==> src/rtl/pbs_pkg.sv <==
package pbs_pkg;
    typedef enum logic [1:0] {
        ST_IDLE      = 2'd0,
        ST_WRITE_SEQ = 2'd1,
        ST_READ_SEQ  = 2'd2
    } seq_state_e;
endpackage

==> src/rtl/pbs_sync.sv <==
module pbs_sync #(
    parameter int W = 2
) (
    input  logic         clk,
    input  logic         rst_n,
    input  logic [W-1:0] d_in,
    output logic [W-1:0] rise,
    output logic [W-1:0] fall
);
    logic [W-1:0] s1_q, s2_q, s3_q;

    always_ff @(posedge clk) begin
        if (!rst_n) begin
            s1_q <= '0;
            s2_q <= '0;
            s3_q <= '0;
        end else begin
            s1_q <= d_in;
            s2_q <= s1_q;
            s3_q <= s2_q;
        end
    end

    for (genvar i = 0; i < W; i++) begin : g_edge
        assign rise[i] =  s2_q[i] && !s3_q[i];
        assign fall[i] = !s2_q[i] &&  s3_q[i];
    end
endmodule

==> src/rtl/pbs_decode.sv <==
module pbs_decode #(
    parameter int HA_W  = 10,
    parameter int OFS_W = 5
) (
    input  logic [HA_W-1:0]       host_addr,
    input  logic [HA_W-OFS_W-1:0] base_sel,
    input  logic                  host_aen_n,
    input  logic                  host_rd_n,
    input  logic                  host_wr_n,
    output logic                  wsel,
    output logic                  rsel,
    output logic [OFS_W-1:0]      offset
);
    logic hit;

    always_comb begin
        hit    = (host_addr[HA_W-1:OFS_W] == base_sel) && !host_aen_n;
        wsel   = hit && !host_wr_n;
        rsel   = hit && !host_rd_n;
        offset = host_addr[OFS_W-1:0];
    end
endmodule

==> src/rtl/pbs_fsm.sv <==
module pbs_fsm
    import pbs_pkg::*;
#(
    parameter int SEND_CYC = 100,
    parameter int WR_DLY   = 38,
    parameter int WR_CYC   = 25,
    parameter int RD_DLY   = 25,
    parameter int RD_CYC   = 50,
    parameter int CAP_DLY  = 38,
    parameter int CAP_CYC  = 25
) (
    input  logic clk,
    input  logic rst_n,
    input  logic wr_rise,
    input  logic wr_fall,
    input  logic rd_rise,
    input  logic rd_fall,
    output logic latch_en,
    output logic in_write,
    output logic send,
    output logic wr,
    output logic rd,
    output logic cap,
    output logic busy
);
    localparam int CW = (SEND_CYC > 1) ? $clog2(SEND_CYC) : 1;
    localparam logic [CW-1:0] LAST = CW'(SEND_CYC - 1);

    seq_state_e    state_q, state_d;
    logic [CW-1:0] cnt_q, cnt_d;
    logic          armed_q, arm_wr_q;
    logic          start;

    function automatic logic in_win(input logic [CW-1:0] c, input int lo, input int w);
        return (int'(c) >= lo) && (int'(c) < lo + w);
    endfunction

    assign latch_en = (state_q == ST_IDLE) && !armed_q && (wr_rise || rd_rise);
    assign start    = armed_q && ((arm_wr_q && wr_fall) || (!arm_wr_q && rd_fall));

    // state register
    always_ff @(posedge clk) begin
        if (!rst_n) begin
            state_q  <= ST_IDLE;
            cnt_q    <= '0;
            armed_q  <= 1'b0;
            arm_wr_q <= 1'b0;
        end else begin
            state_q <= state_d;
            cnt_q   <= cnt_d;
            if (latch_en) begin
                armed_q  <= 1'b1;
                arm_wr_q <= wr_rise;
            end else if (start) begin
                armed_q  <= 1'b0;
            end
        end
    end

    // next state
    always_comb begin
        state_d = state_q;
        cnt_d   = cnt_q;
        unique case (state_q)
            ST_IDLE: begin
                cnt_d = '0;
                if (start) state_d = arm_wr_q ? ST_WRITE_SEQ : ST_READ_SEQ;
            end
            ST_WRITE_SEQ, ST_READ_SEQ: begin
                if (cnt_q == LAST) begin
                    state_d = ST_IDLE;
                    cnt_d   = '0;
                end else begin
                    cnt_d = cnt_q + 1'b1;
                end
            end
            default: state_d = ST_IDLE;
        endcase
    end

    // outputs
    always_comb begin
        send     = 1'b0;
        wr       = 1'b0;
        rd       = 1'b0;
        cap      = 1'b0;
        in_write = 1'b0;
        unique case (state_q)
            ST_IDLE: ;
            ST_WRITE_SEQ: begin
                send     = 1'b1;
                in_write = 1'b1;
                wr       = in_win(cnt_q, WR_DLY, WR_CYC);
            end
            ST_READ_SEQ: begin
                send = 1'b1;
                rd   = in_win(cnt_q, RD_DLY, RD_CYC);
                cap  = in_win(cnt_q, CAP_DLY, CAP_CYC);
            end
            default: ;
        endcase
        busy = send;
    end

    a_r4_wr_inside_send: assert property (@(posedge clk) disable iff (!rst_n)
        wr |-> send && in_write);
    a_r5_cap_inside_rd: assert property (@(posedge clk) disable iff (!rst_n)
        cap |-> rd && !in_write);
    a_r5_no_wr_rd_overlap: assert property (@(posedge clk) disable iff (!rst_n)
        !(wr && rd));
    a_r3_start_after_fall: assert property (@(posedge clk) disable iff (!rst_n)
        $rose(send) |-> $past(wr_fall || rd_fall));
    a_r9_no_restart: assert property (@(posedge clk) disable iff (!rst_n)
        (state_q != ST_IDLE && cnt_q != LAST) |=>
            (cnt_q == $past(cnt_q) + 1'b1) && (state_q == $past(state_q)));
endmodule

==> src/rtl/pbus_seq.sv <==
module pbus_seq #(
    parameter int HA_W     = 10,
    parameter int OFS_W    = 5,
    parameter int DW       = 8,
    parameter int SEND_CYC = 100,
    parameter int WR_DLY   = 38,
    parameter int WR_CYC   = 25,
    parameter int RD_DLY   = 25,
    parameter int RD_CYC   = 50,
    parameter int CAP_DLY  = 38,
    parameter int CAP_CYC  = 25
) (
    input  logic                  clk,
    input  logic                  rst_n,
    input  logic [HA_W-OFS_W-1:0] base_sel,
    input  logic [HA_W-1:0]       host_addr,
    input  logic                  host_aen_n,
    input  logic                  host_rd_n,
    input  logic                  host_wr_n,
    input  logic [DW-1:0]         host_wdata,
    output logic [DW-1:0]         host_rdata,
    output logic                  host_rd_oe,
    output logic                  busy,
    output logic [OFS_W-1:0]      cab_addr,
    output logic                  cab_addr_oe,
    output logic [DW-1:0]         cab_data_out,
    output logic                  cab_data_oe,
    input  logic [DW-1:0]         cab_data_in,
    output logic                  cab_send,
    output logic                  cab_wr,
    output logic                  cab_rd,
    output logic                  cab_cap,
    output logic                  cab_unit_sel
);
    localparam logic [OFS_W-1:0] UNIT_OFS = '1;

    logic             wsel, rsel;
    logic [OFS_W-1:0] offset;
    logic [1:0]       s_rise, s_fall;
    logic             latch_en, in_write;
    logic [OFS_W-1:0] ofs_q;
    logic [DW-1:0]    wdat_q, rreg_q;

    pbs_decode #(.HA_W(HA_W), .OFS_W(OFS_W)) u_dec (
        .host_addr (host_addr),
        .base_sel  (base_sel),
        .host_aen_n(host_aen_n),
        .host_rd_n (host_rd_n),
        .host_wr_n (host_wr_n),
        .wsel      (wsel),
        .rsel      (rsel),
        .offset    (offset)
    );

    pbs_sync #(.W(2)) u_sync (
        .clk  (clk),
        .rst_n(rst_n),
        .d_in ({rsel, wsel}),
        .rise (s_rise),
        .fall (s_fall)
    );

    pbs_fsm #(
        .SEND_CYC(SEND_CYC), .WR_DLY(WR_DLY), .WR_CYC(WR_CYC),
        .RD_DLY(RD_DLY), .RD_CYC(RD_CYC), .CAP_DLY(CAP_DLY), .CAP_CYC(CAP_CYC)
    ) u_fsm (
        .clk     (clk),
        .rst_n   (rst_n),
        .wr_rise (s_rise[0]),
        .wr_fall (s_fall[0]),
        .rd_rise (s_rise[1]),
        .rd_fall (s_fall[1]),
        .latch_en(latch_en),
        .in_write(in_write),
        .send    (cab_send),
        .wr      (cab_wr),
        .rd      (cab_rd),
        .cap     (cab_cap),
        .busy    (busy)
    );

    always_ff @(posedge clk) begin
        if (!rst_n) begin
            ofs_q  <= '0;
            wdat_q <= '0;
            rreg_q <= '0;
        end else begin
            if (latch_en) begin
                ofs_q <= offset;
                if (s_rise[0]) wdat_q <= host_wdata;
            end
            if (cab_cap) rreg_q <= cab_data_in;
        end
    end

    always_comb begin
        cab_addr     = ofs_q;
        cab_addr_oe  = cab_send;
        cab_data_out = wdat_q;
        cab_data_oe  = in_write;
        cab_unit_sel = in_write && (ofs_q == UNIT_OFS);
        host_rdata   = rreg_q;
        host_rd_oe   = rsel;
    end

    a_r6_reg_holds: assert property (@(posedge clk) disable iff (!rst_n)
        !cab_cap |=> $stable(rreg_q));
    a_r8_unit_in_write: assert property (@(posedge clk) disable iff (!rst_n)
        cab_unit_sel |-> cab_send && !cab_rd && !cab_cap);
    a_r2_data_oe_in_send: assert property (@(posedge clk) disable iff (!rst_n)
        cab_data_oe |-> cab_addr_oe);
    a_r9_capture_stable_busy: assert property (@(posedge clk) disable iff (!rst_n)
        (busy && $past(busy)) |-> $stable(ofs_q) && $stable(wdat_q));
endmodule

==> config.mk <==
export PLATFORM = sky130hd
export DESIGN_NAME = pbus_seq
export DESIGN_NICKNAME = d
export VERILOG_FILES = /design/src/rtl/pbs_pkg.sv /design/src/rtl/pbs_sync.sv /design/src/rtl/pbs_decode.sv /design/src/rtl/pbs_fsm.sv /design/src/rtl/pbus_seq.sv
export SDC_FILE = /design/constraint.sdc
export NUM_CORES = 1
export LEC_CHECK = 0
export BUFFER_PORTS_ARGS = -buffer_cell sky130_fd_sc_hd__buf_2
export CORE_MARGIN = 2
export CORE_UTILIZATION = 40
export DETAILED_ROUTE_END_ITERATION = 7
export GPL_TIMING_DRIVEN = 0
export PLACE_DENSITY = 0.72
export SYNTH_ARGS = -nofsm -noshare
export SYNTH_HDL_FRONTEND = slang
export SYNTH_SLANG_ARGS = --single-unit
==> constraint.sdc <==
create_clock -name clk -period 2.4 [get_ports clk]
set_input_delay 0.48 -clock clk [delete_from_list [all_inputs] [get_ports clk]]
set_output_delay 0.48 -clock clk [all_outputs]
set_load 0.01 [all_outputs]
==> results of run 1 <==
[flip-flops by register name, indices dropped and copies added (netlist names)]
| name | flops |
|---|---|
| cab_data_out | 8 |
| host_rdata | 8 |
| u_fsm.cnt_q | 7 |
| cab_addr | 5 |
| u_fsm.state_q | 2 |
| u_sync.s1_q | 2 |
| u_sync.s2_q | 2 |
| u_sync.s3_q | 2 |
| u_fsm.arm_wr_q | 1 |
| u_fsm.armed_q | 1 |
[what timing repair did]
item	4_1_cts	5_1_grt
endpoints found under the setup margin	2	2
gates resized for setup	2	1
pin swaps	0	1
setup buffers	0	3
[area by class of cell]
| cell class | count | area share, % |
|---|---|---|
| multi-input combinational | 128 | 39.0 |
| inverter | 5 | 0.838 |
| timing repair buffer | 67 | 15.5 |
| tap | 50 | 2.79 |
| clock buffer | 6 | 3.69 |
| buffer | 9 | 2.62 |
| clock inverter | 1 | 1.34 |
| sequential | 38 | 34.2 |
[worst max-delay path, delay by kind of cell (launching register included)]
| family | cells | cell delay, ns |
|---|---|---|
| flops | 1 | 0.37 |
| buf+inv | 2 | 0.19 |
| fa+ha+maj | 1 | 0.16 |
| compound gates | 2 | 0.31 |
| simple gates | 2 | 0.46 |
[report_power, final]
group / internal [mW] / leakage [nW] / switching [mW]
combinational: 0.0289 / 0.701 / 0.0242
sequential: 0.630 / 0.307 / 0.000558
clock: 0.332 / 0.0573 / 0.214
total: 0.991 / 1.07 / 0.239
[path summary, 6_finish.rpt]
| kind | from | to | slack [ns] | cells past startpoint |
|---|---|---|---|---|
| worst max register to register | u_fsm.state_q[1] | cab_addr[4] | 0.59 | 7 |
| worst max-delay path | u_fsm.cnt_q[1] | cab_rd | 0.15 | 7 |
| worst min-delay path | host_wr_n | u_sync.s1_q[0] | 0.35 | 2 |
| worst min register to register | u_sync.s1_q[1] | u_sync.s2_q[1] | 0.43 | 1 |
[synthesized netlist by cell type (all sizes together) (4+ instances only)]
library cell / instances / area, um^2
mux2i: 13 / 130
buf: 7 / 51.3
nand2: 13 / 48.8
a21oi: 4 / 20.0
o21ai: 11 / 55.1
inv: 4 / 15.0
and2: 4 / 25.0
xor2: 6 / 52.6
ha: 7 / 87.6
nor2: 25 / 104
nand3: 11 / 55.1
xnor2: 5 / 43.8
dfxtp: 38 / 761
[logic make-up after synthesis]
family	after synthesis	synth area share (%)
and+or+nand+nor	73	22.4
DFF	38	44.4
AOI/OAI and AO/OA	24	10.3
buffers and inverters	14	4.53
muxes	13	7.60
xor gates and xnor gates	11	5.62
adders and majority gates	7	5.11
[metrics by stage]
stage,worst slack [ns],instances
3_3_place_gp,0.248,294
4_1_cts,0.0177,301
2_1_floorplan,0.438,180
3_5_place_dp,0.217,294
5_1_grt,0.0134,304
6_report,0.146,304
[per-layer routing]
metal  up-vias  GRT usage [%]  wire length [um]
li1        764              -                 -
met1       660           18.9              1580
met2        49           23.6              1540
met3         2           5.81               240
met4         0           5.88                28
met5         -              0                 0
==> qor_table.md, run 1 <==
| Metric | Reported | Unit |
|:---|:---|:---|
| Worst slew margin relative to its limit | 66.6 | % |
| Fraction of the cycle the final worst path needs | 93.9 | % |
| Average routed wire per standard cell | 11.2 | um |
| Worst path cell trace | inv_1 > ha_1 > or4_1 > a311o_1 > nand2_1 > a21oi_1 > buf_2 | - |
| Clock tree root driver cell | sky130_fd_sc_hd__clkbuf_8 | - |
| Final routed wirelength across all metal layers | 3390 | um |
| Slowest stage cell, crit path | sky130_fd_sc_hd__or4_1 | - |
| Initial Util | 42.2 | % |
| Clock input transition at the sequential cells of the worst setup and hold paths | 0.07 | ns |
| Detailed-placement wirelength estimate | 2500 | um |
| Static power due to leakage | 1.07 | nW |
| Clock Path Buffers | 2 | - |
| Number of endpoints failing setup at the final stage | 0 | - |
| Unrepaired setup endpoints after global routing | no | - |
| Vias in the first global route | 1,351 | - |
| Io pins | 66 | - |
| Min cycle time layout | 2.25 | ns |
| Storage element area | 766 | um^2 |
| Critical Path Sink Type | primary output | - |
| Count of different cell masters after synthesis | 44 | - |
| Die height | 69.4 | um |
| Antenna-violating nets left | 0 | - |
| Number of buffers inserted by hold repair at cts | 0 | - |
| Ys Warns | 0 | - |
| GR Overflow Total | 0 | - |
| Total power density per cell area | 549 | mW/mm^2 |
| Syn Nets | 223 | - |
| Number of rows in the core area | 23 | - |
| Leading cell types in the layout, fill and taps excluded | sky130_fd_sc_hd__buf_2, sky130_fd_sc_hd__dfxtp_1, sky130_fd_sc_hd__nor2_1 | - |
| Worst Clk Skew | 0.00174 | ns |
| Max-cap violations | 0 | - |
| Total count of hold-check failures in the final report | 0 | - |
| Final Power | 1.23 | mW |
| Avg Synthesized Cell Area | 9.52 | um^2 |
| Most used flip-flop cell after synthesis | sky130_fd_sc_hd__dfxtp_1 | - |
| Count of filler cells inserted in the layout | 382 | - |
| Fraction of registers with async set or reset after synthesis | 0 | % |
| P&R area growth vs syn | 30.8 | % |
| Per-cell via count in the routed design | 4.85 | - |
| Final instance area | 0.00224 | mm^2 |
| H-tree depth | 2 | - |
| Summed negative setup slack over all endpoints | 0 | ns |
| TritonCTS clock tree | yes | - |
| Die Area | 0.00482 | mm^2 |
| Skew-Pair Late Insertion Delay | 0.28 | ns |
| Data required time of the critical path | 1.92 | ns |
| Kind of critical path | reg2out | - |
| Routability congestion estimate | 0.739 | - |
| Worst IR Drop VDD | 0.000278 | V |
| Sink Count | 38 | - |
| Result of the run | finished, final reports clean | - |
| First-pass GRT wire length | 5940 | um |
| Die width | 69.4 | um |
| Most common cell after layout, fill and taps aside | sky130_fd_sc_hd__buf_2 | - |
| Multi-input logic area | 875 | um^2 |
| Least-Margin Pin Slew | 0.497 | ns |
| Number of synthesized flops with an enable pin | 0 | - |
| Number of storage elements in the synthesis netlist | 38 | - |
| Netlist Area Pre-Place | 0.00171 | mm^2 |
| Number of iterations in the first detailed-routing pass | 4 | - |
| Worst stage delay on the critical path | 0.40 | ns |
| Fraction of final layout cells with drive strength greater than 1 | 34.3 | % |
| Max FO, Critical Path | 6 | - |
| Slew Viols, Final | 0 | - |
| Number of remaining DRC errors | 0 | - |
| Cells after synthesis | 180 | - |
| Clock buffer count from CTS | 5 | - |
| Sequential area share after synthesis | 44.4 | % |
| Via Count | 1,475 | - |
| All-Layer GR Usage | 15.2 | % |
| Placed instance area | 0.00210 | mm^2 |
| Port bufs | 64 | - |
| Floorplan Core Area | 0.00406 | mm^2 |
| Violation count after the first detailed-routing iteration | 41 | - |
| Number of antenna violations at the first check in global routing | 0 | - |
| Data arrival time at the worst-slack endpoint | 1.77 | ns |
| Worst min-delay path class | in2reg | - |
| Utilization after layout | 55.2 | % |
| Worst Hold Slack | 0.348 | ns |
| Antenna Cells | 0 | - |
| Max frequency | 0.444 | GHz |
| Count of nets after finishing | 297 | - |
| Worst Setup Start Kind | flop | - |
| Largest net degree at the start of global routing | 12 | - |
Power figures use the tool's default switching activity.
==> inputs of run 2 (changes only) <==
--- a/config.mk
+++ b/config.mk
@@ -8,6 +8,7 @@
 export BUFFER_PORTS_ARGS = -buffer_cell sky130_fd_sc_hd__buf_2
 export CORE_MARGIN = 2
 export CORE_UTILIZATION = 40
+export CTS_BUF_LIST = sky130_fd_sc_hd__clkbuf_2
 export DETAILED_ROUTE_END_ITERATION = 7
 export GPL_TIMING_DRIVEN = 0
 export PLACE_DENSITY = 0.72
==> run 2 against run 1 <==
Against the previous run:
- the run now ends with setup timing left
- non-clock buffer count grew 1
- critical endpoint unchanged
- setup slack lost 0.16 ns
- hold slack lost 0.12 ns
- via count grew 0.95%
- total power shrank 14%
- first-iteration DRC count shrank 12%
- fmax shrank 6.6%
==> qor_table.md, run 2 (synthesized netlist as in run 1, its figures left out) <==
| Metric | Reported | Unit | Delta |
|:---|:---|:---|:---|
| Result of the run | complete, but fails checks | - | was finished, final reports clean |
| Violated checks | setup timing | - |  |
| Final worst slack | -0.0141 | ns | was 0.146 ns |
| Most common cell after layout, fill and taps aside | sky130_fd_sc_hd__buf_2 | - | unchanged |
| Max FO, Critical Path | 5 | - | was 6 |
| Per-cell via count in the routed design | 4.88 | - | was 4.85 |
| Clock input transition at the sequential cells of the worst setup and hold paths | 0.18 | ns | was 0.07 ns |
| Buffering stage count on the worst path with inverters included | 2 | - | unchanged |
| Skew-Pair Late Insertion Delay | 0.38 | ns | was 0.28 ns |
| Global Route met3 Usage | 5.38 | % | was 5.81% |
| Antenna Cells | 0 | - | unchanged |
| Fraction of final layout cells with drive strength greater than 1 | 35.7 | % | was 34.3% |
| Worst min-delay path class | in2reg | - | unchanged |
| GR Overflow Total | 0 | - | unchanged |
| Clk pwr share | 35.1 | % | was 44.4% |
| Fraction of the cycle the final worst path needs | 101 | % | was 93.9% |
| Flop pwr share | 59.8 | % | was 51.3% |
| Total power density per cell area | 479 | mW/mm^2 | was 549 mW/mm^2 |
| Number of antenna violations at the first check in global routing | 0 | - | unchanged |
| Largest net degree at the start of global routing | 12 | - | unchanged |
| Max frequency | 0.414 | GHz | was 0.444 GHz |
| Worst Clk Skew | 0.00548 | ns | was 0.00174 ns |
| TritonCTS clock tree | yes | - | unchanged |
| H-tree depth | 2 | - | unchanged |
| Port bufs | 64 | - | unchanged |
| Count of nets after finishing | 298 | - | was 297 |
| Count of filler cells inserted in the layout | 387 | - | was 382 |
| Worst Setup Start Kind | flop | - | unchanged |
| Initial Util | 42.2 | % | unchanged |
| Net Switching | 0.228 | mW | was 0.239 mW |
| Average routed wire per standard cell | 11.2 | um | about the same |
| Layout Cells excl Fill | 305 | - | was 304 |
| Detailed-placement wirelength estimate | 2500 | um | unchanged |
| Clock Path Buffers | 2 | - | unchanged |
| Inst Count DP | 294 | - | unchanged |
| Data arrival time at the worst-slack endpoint | 1.93 | ns | was 1.77 ns |
| Sink Count | 38 | - | unchanged |
| Final routed wirelength across all metal layers | 3410 | um | was 3390 um |
| All-Layer GR Usage | 15.2 | % | about the same |
| Met1 track demand over resource | 18.6 | % | was 18.9% |
| Kind of critical path | reg2out | - | unchanged |
| Int Power | 0.828 | mW | was 0.991 mW |
| Sw Share | 21.6 | % | was 19.4% |
| Worst slew margin relative to its limit | 66.6 | % | about the same |
| Slew Viols, Final | 0 | - | unchanged |
| P&R area growth vs syn | 28.9 | % | was 30.8% |
| Routability congestion estimate | 0.739 | - | unchanged |
| Clock tree root driver cell | sky130_fd_sc_hd__clkbuf_2 | - | was sky130_fd_sc_hd__clkbuf_8 |
| Total count of hold-check failures in the final report | 0 | - | unchanged |
| Number of remaining DRC errors | 0 | - | unchanged |
| Leading cell types in the layout, fill and taps excluded | sky130_fd_sc_hd__buf_2, sky130_fd_sc_hd__dfxtp_1, sky130_fd_sc_hd__nor2_1 | - | unchanged |
| Antenna-violating nets left | 0 | - | unchanged |
| Summed negative setup slack over all endpoints | -0.0141 | ns | was 0 ns |
| Dominant delay contributor by cell family on the critical path | simple AND/OR/NAND/NOR gates | - | unchanged |
| Worst IR Drop VDD | 0.000260 | V | was 0.000278 V |
| Worst stage delay on the critical path | 0.42 | ns | was 0.40 ns |
| Vias in the first global route | 1,384 | - | was 1,351 |
| Number of iterations in the first detailed-routing pass | 4 | - | unchanged |
| Least-Margin Pin Slew | 0.497 | ns | about the same |
| Floorplan Core Area | 0.00406 | mm^2 | unchanged |
| Io pins | 66 | - | unchanged |
| Unrepaired setup endpoints after global routing | yes | - | was no |
| Min cycle time layout | 2.41 | ns | was 2.25 ns |
| Die width | 69.4 | um | unchanged |
| Critical Path Sink Type | primary output | - | unchanged |
| Violation count after the first detailed-routing iteration | 36 | - | was 41 |
| Register-to-register path setup slack | 0.57 | ns | was 0.59 ns |
| Worst path cell trace | inv_4 > ha_4 > or4_1 > a311o_1 > nand2_1 > a21oi_2 > buf_2 | - | was inv_1 > ha_1 > or4_1 > a311o_1 > nand2_1 > a21oi_1 > buf_2 |
| Die height | 69.4 | um | unchanged |
| First-pass GRT wire length | 5990 | um | was 5940 um |
| Final Power | 1.06 | mW | was 1.23 mW |
| Slowest stage cell, crit path | sky130_fd_sc_hd__dfxtp_4 | - | was sky130_fd_sc_hd__or4_1 |
| Static power due to leakage | 1.03 | nW | was 1.07 nW |
| Number of rows in the core area | 23 | - | unchanged |
| Die Area | 0.00482 | mm^2 | unchanged |
| Number of buffers inserted by hold repair at cts | 0 | - | unchanged |
| Data required time of the critical path | 1.92 | ns | about the same |
| Max-cap violations | 0 | - | unchanged |
| Most congested layer reported by global routing | met2 | - | unchanged |
| Clock buffer count from CTS | 5 | - | unchanged |
| Number of endpoints failing setup at the final stage | 1 | - | was 0 |
| Combinational share of power | 5.0 | % | was 4.3% |
| Met2 track demand over resource in global routing | 24.6 | % | was 23.6% |
| Via Count | 1,489 | - | was 1,475 |
-- run 2: routing by layer --
metal / share of wire, % / vias to the layer above
met5: 0 / -
met4: 1.3 / 0
met3: 6.4 / 4
met2: 47 / 44
met1: 45 / 676
li1: - / 765
-- run 2: path summary, 6_finish.rpt --
path / start / end / cells past startpoint
worst min register to register: u_sync.s1_q[1] / u_sync.s2_q[1] / 1
worst min-delay path: host_wr_n / u_sync.s1_q[0] / 2
worst max-delay path: u_fsm.cnt_q[1] / cab_rd / 7
worst max register to register: u_fsm.state_q[1] / cab_addr[4] / 7
-- run 2: area by class of cell --
cell class	instances	area (um^2)	area share, %
Multi-Input combinational cell	128	891	40.3
Sequential cell	38	766	34.7
Timing Repair Buffer	68	350	15.9
Tap cell	50	62.6	2.83
Buffer	9	58.8	2.66
Clock inverter	2	33.8	1.53
Clock buffer	5	25.0	1.13
Inverter	5	21.3	0.963
-- run 2: through the flow --
step,hold WS (ns),cell area (um^2),worst slack (ns),utilization [%]
floorplan,0.412,1710,0.438,-
global placement,0.414,2100,0.248,51.6
detailed placement,0.420,2100,0.217,51.6
CTS,0.199,2180,-0.0507,53.8
global route,0.175,2210,-0.156,54.4
finish,0.232,2210,-0.0141,54.4
-- run 2: power groups by stage --
stage          logic [mW]  registers (mW)  clock network [mW]
4_1_cts            0.0543           0.632               0.386
5_1_grt            0.0595           0.633               0.411
3_3_place_gp       0.0534           0.646                   0
3_5_place_dp       0.0538           0.646                   0
6_report           0.0532           0.632               0.371
2_1_floorplan      0.0198           0.646                   0
-- run 2: what timing repair did --
item,in CTS,in global routing
buffers inserted,3,1
cloned,0,0
pin swaps,2,0
resized for setup,4,4
setup endpoints to repair,2,1
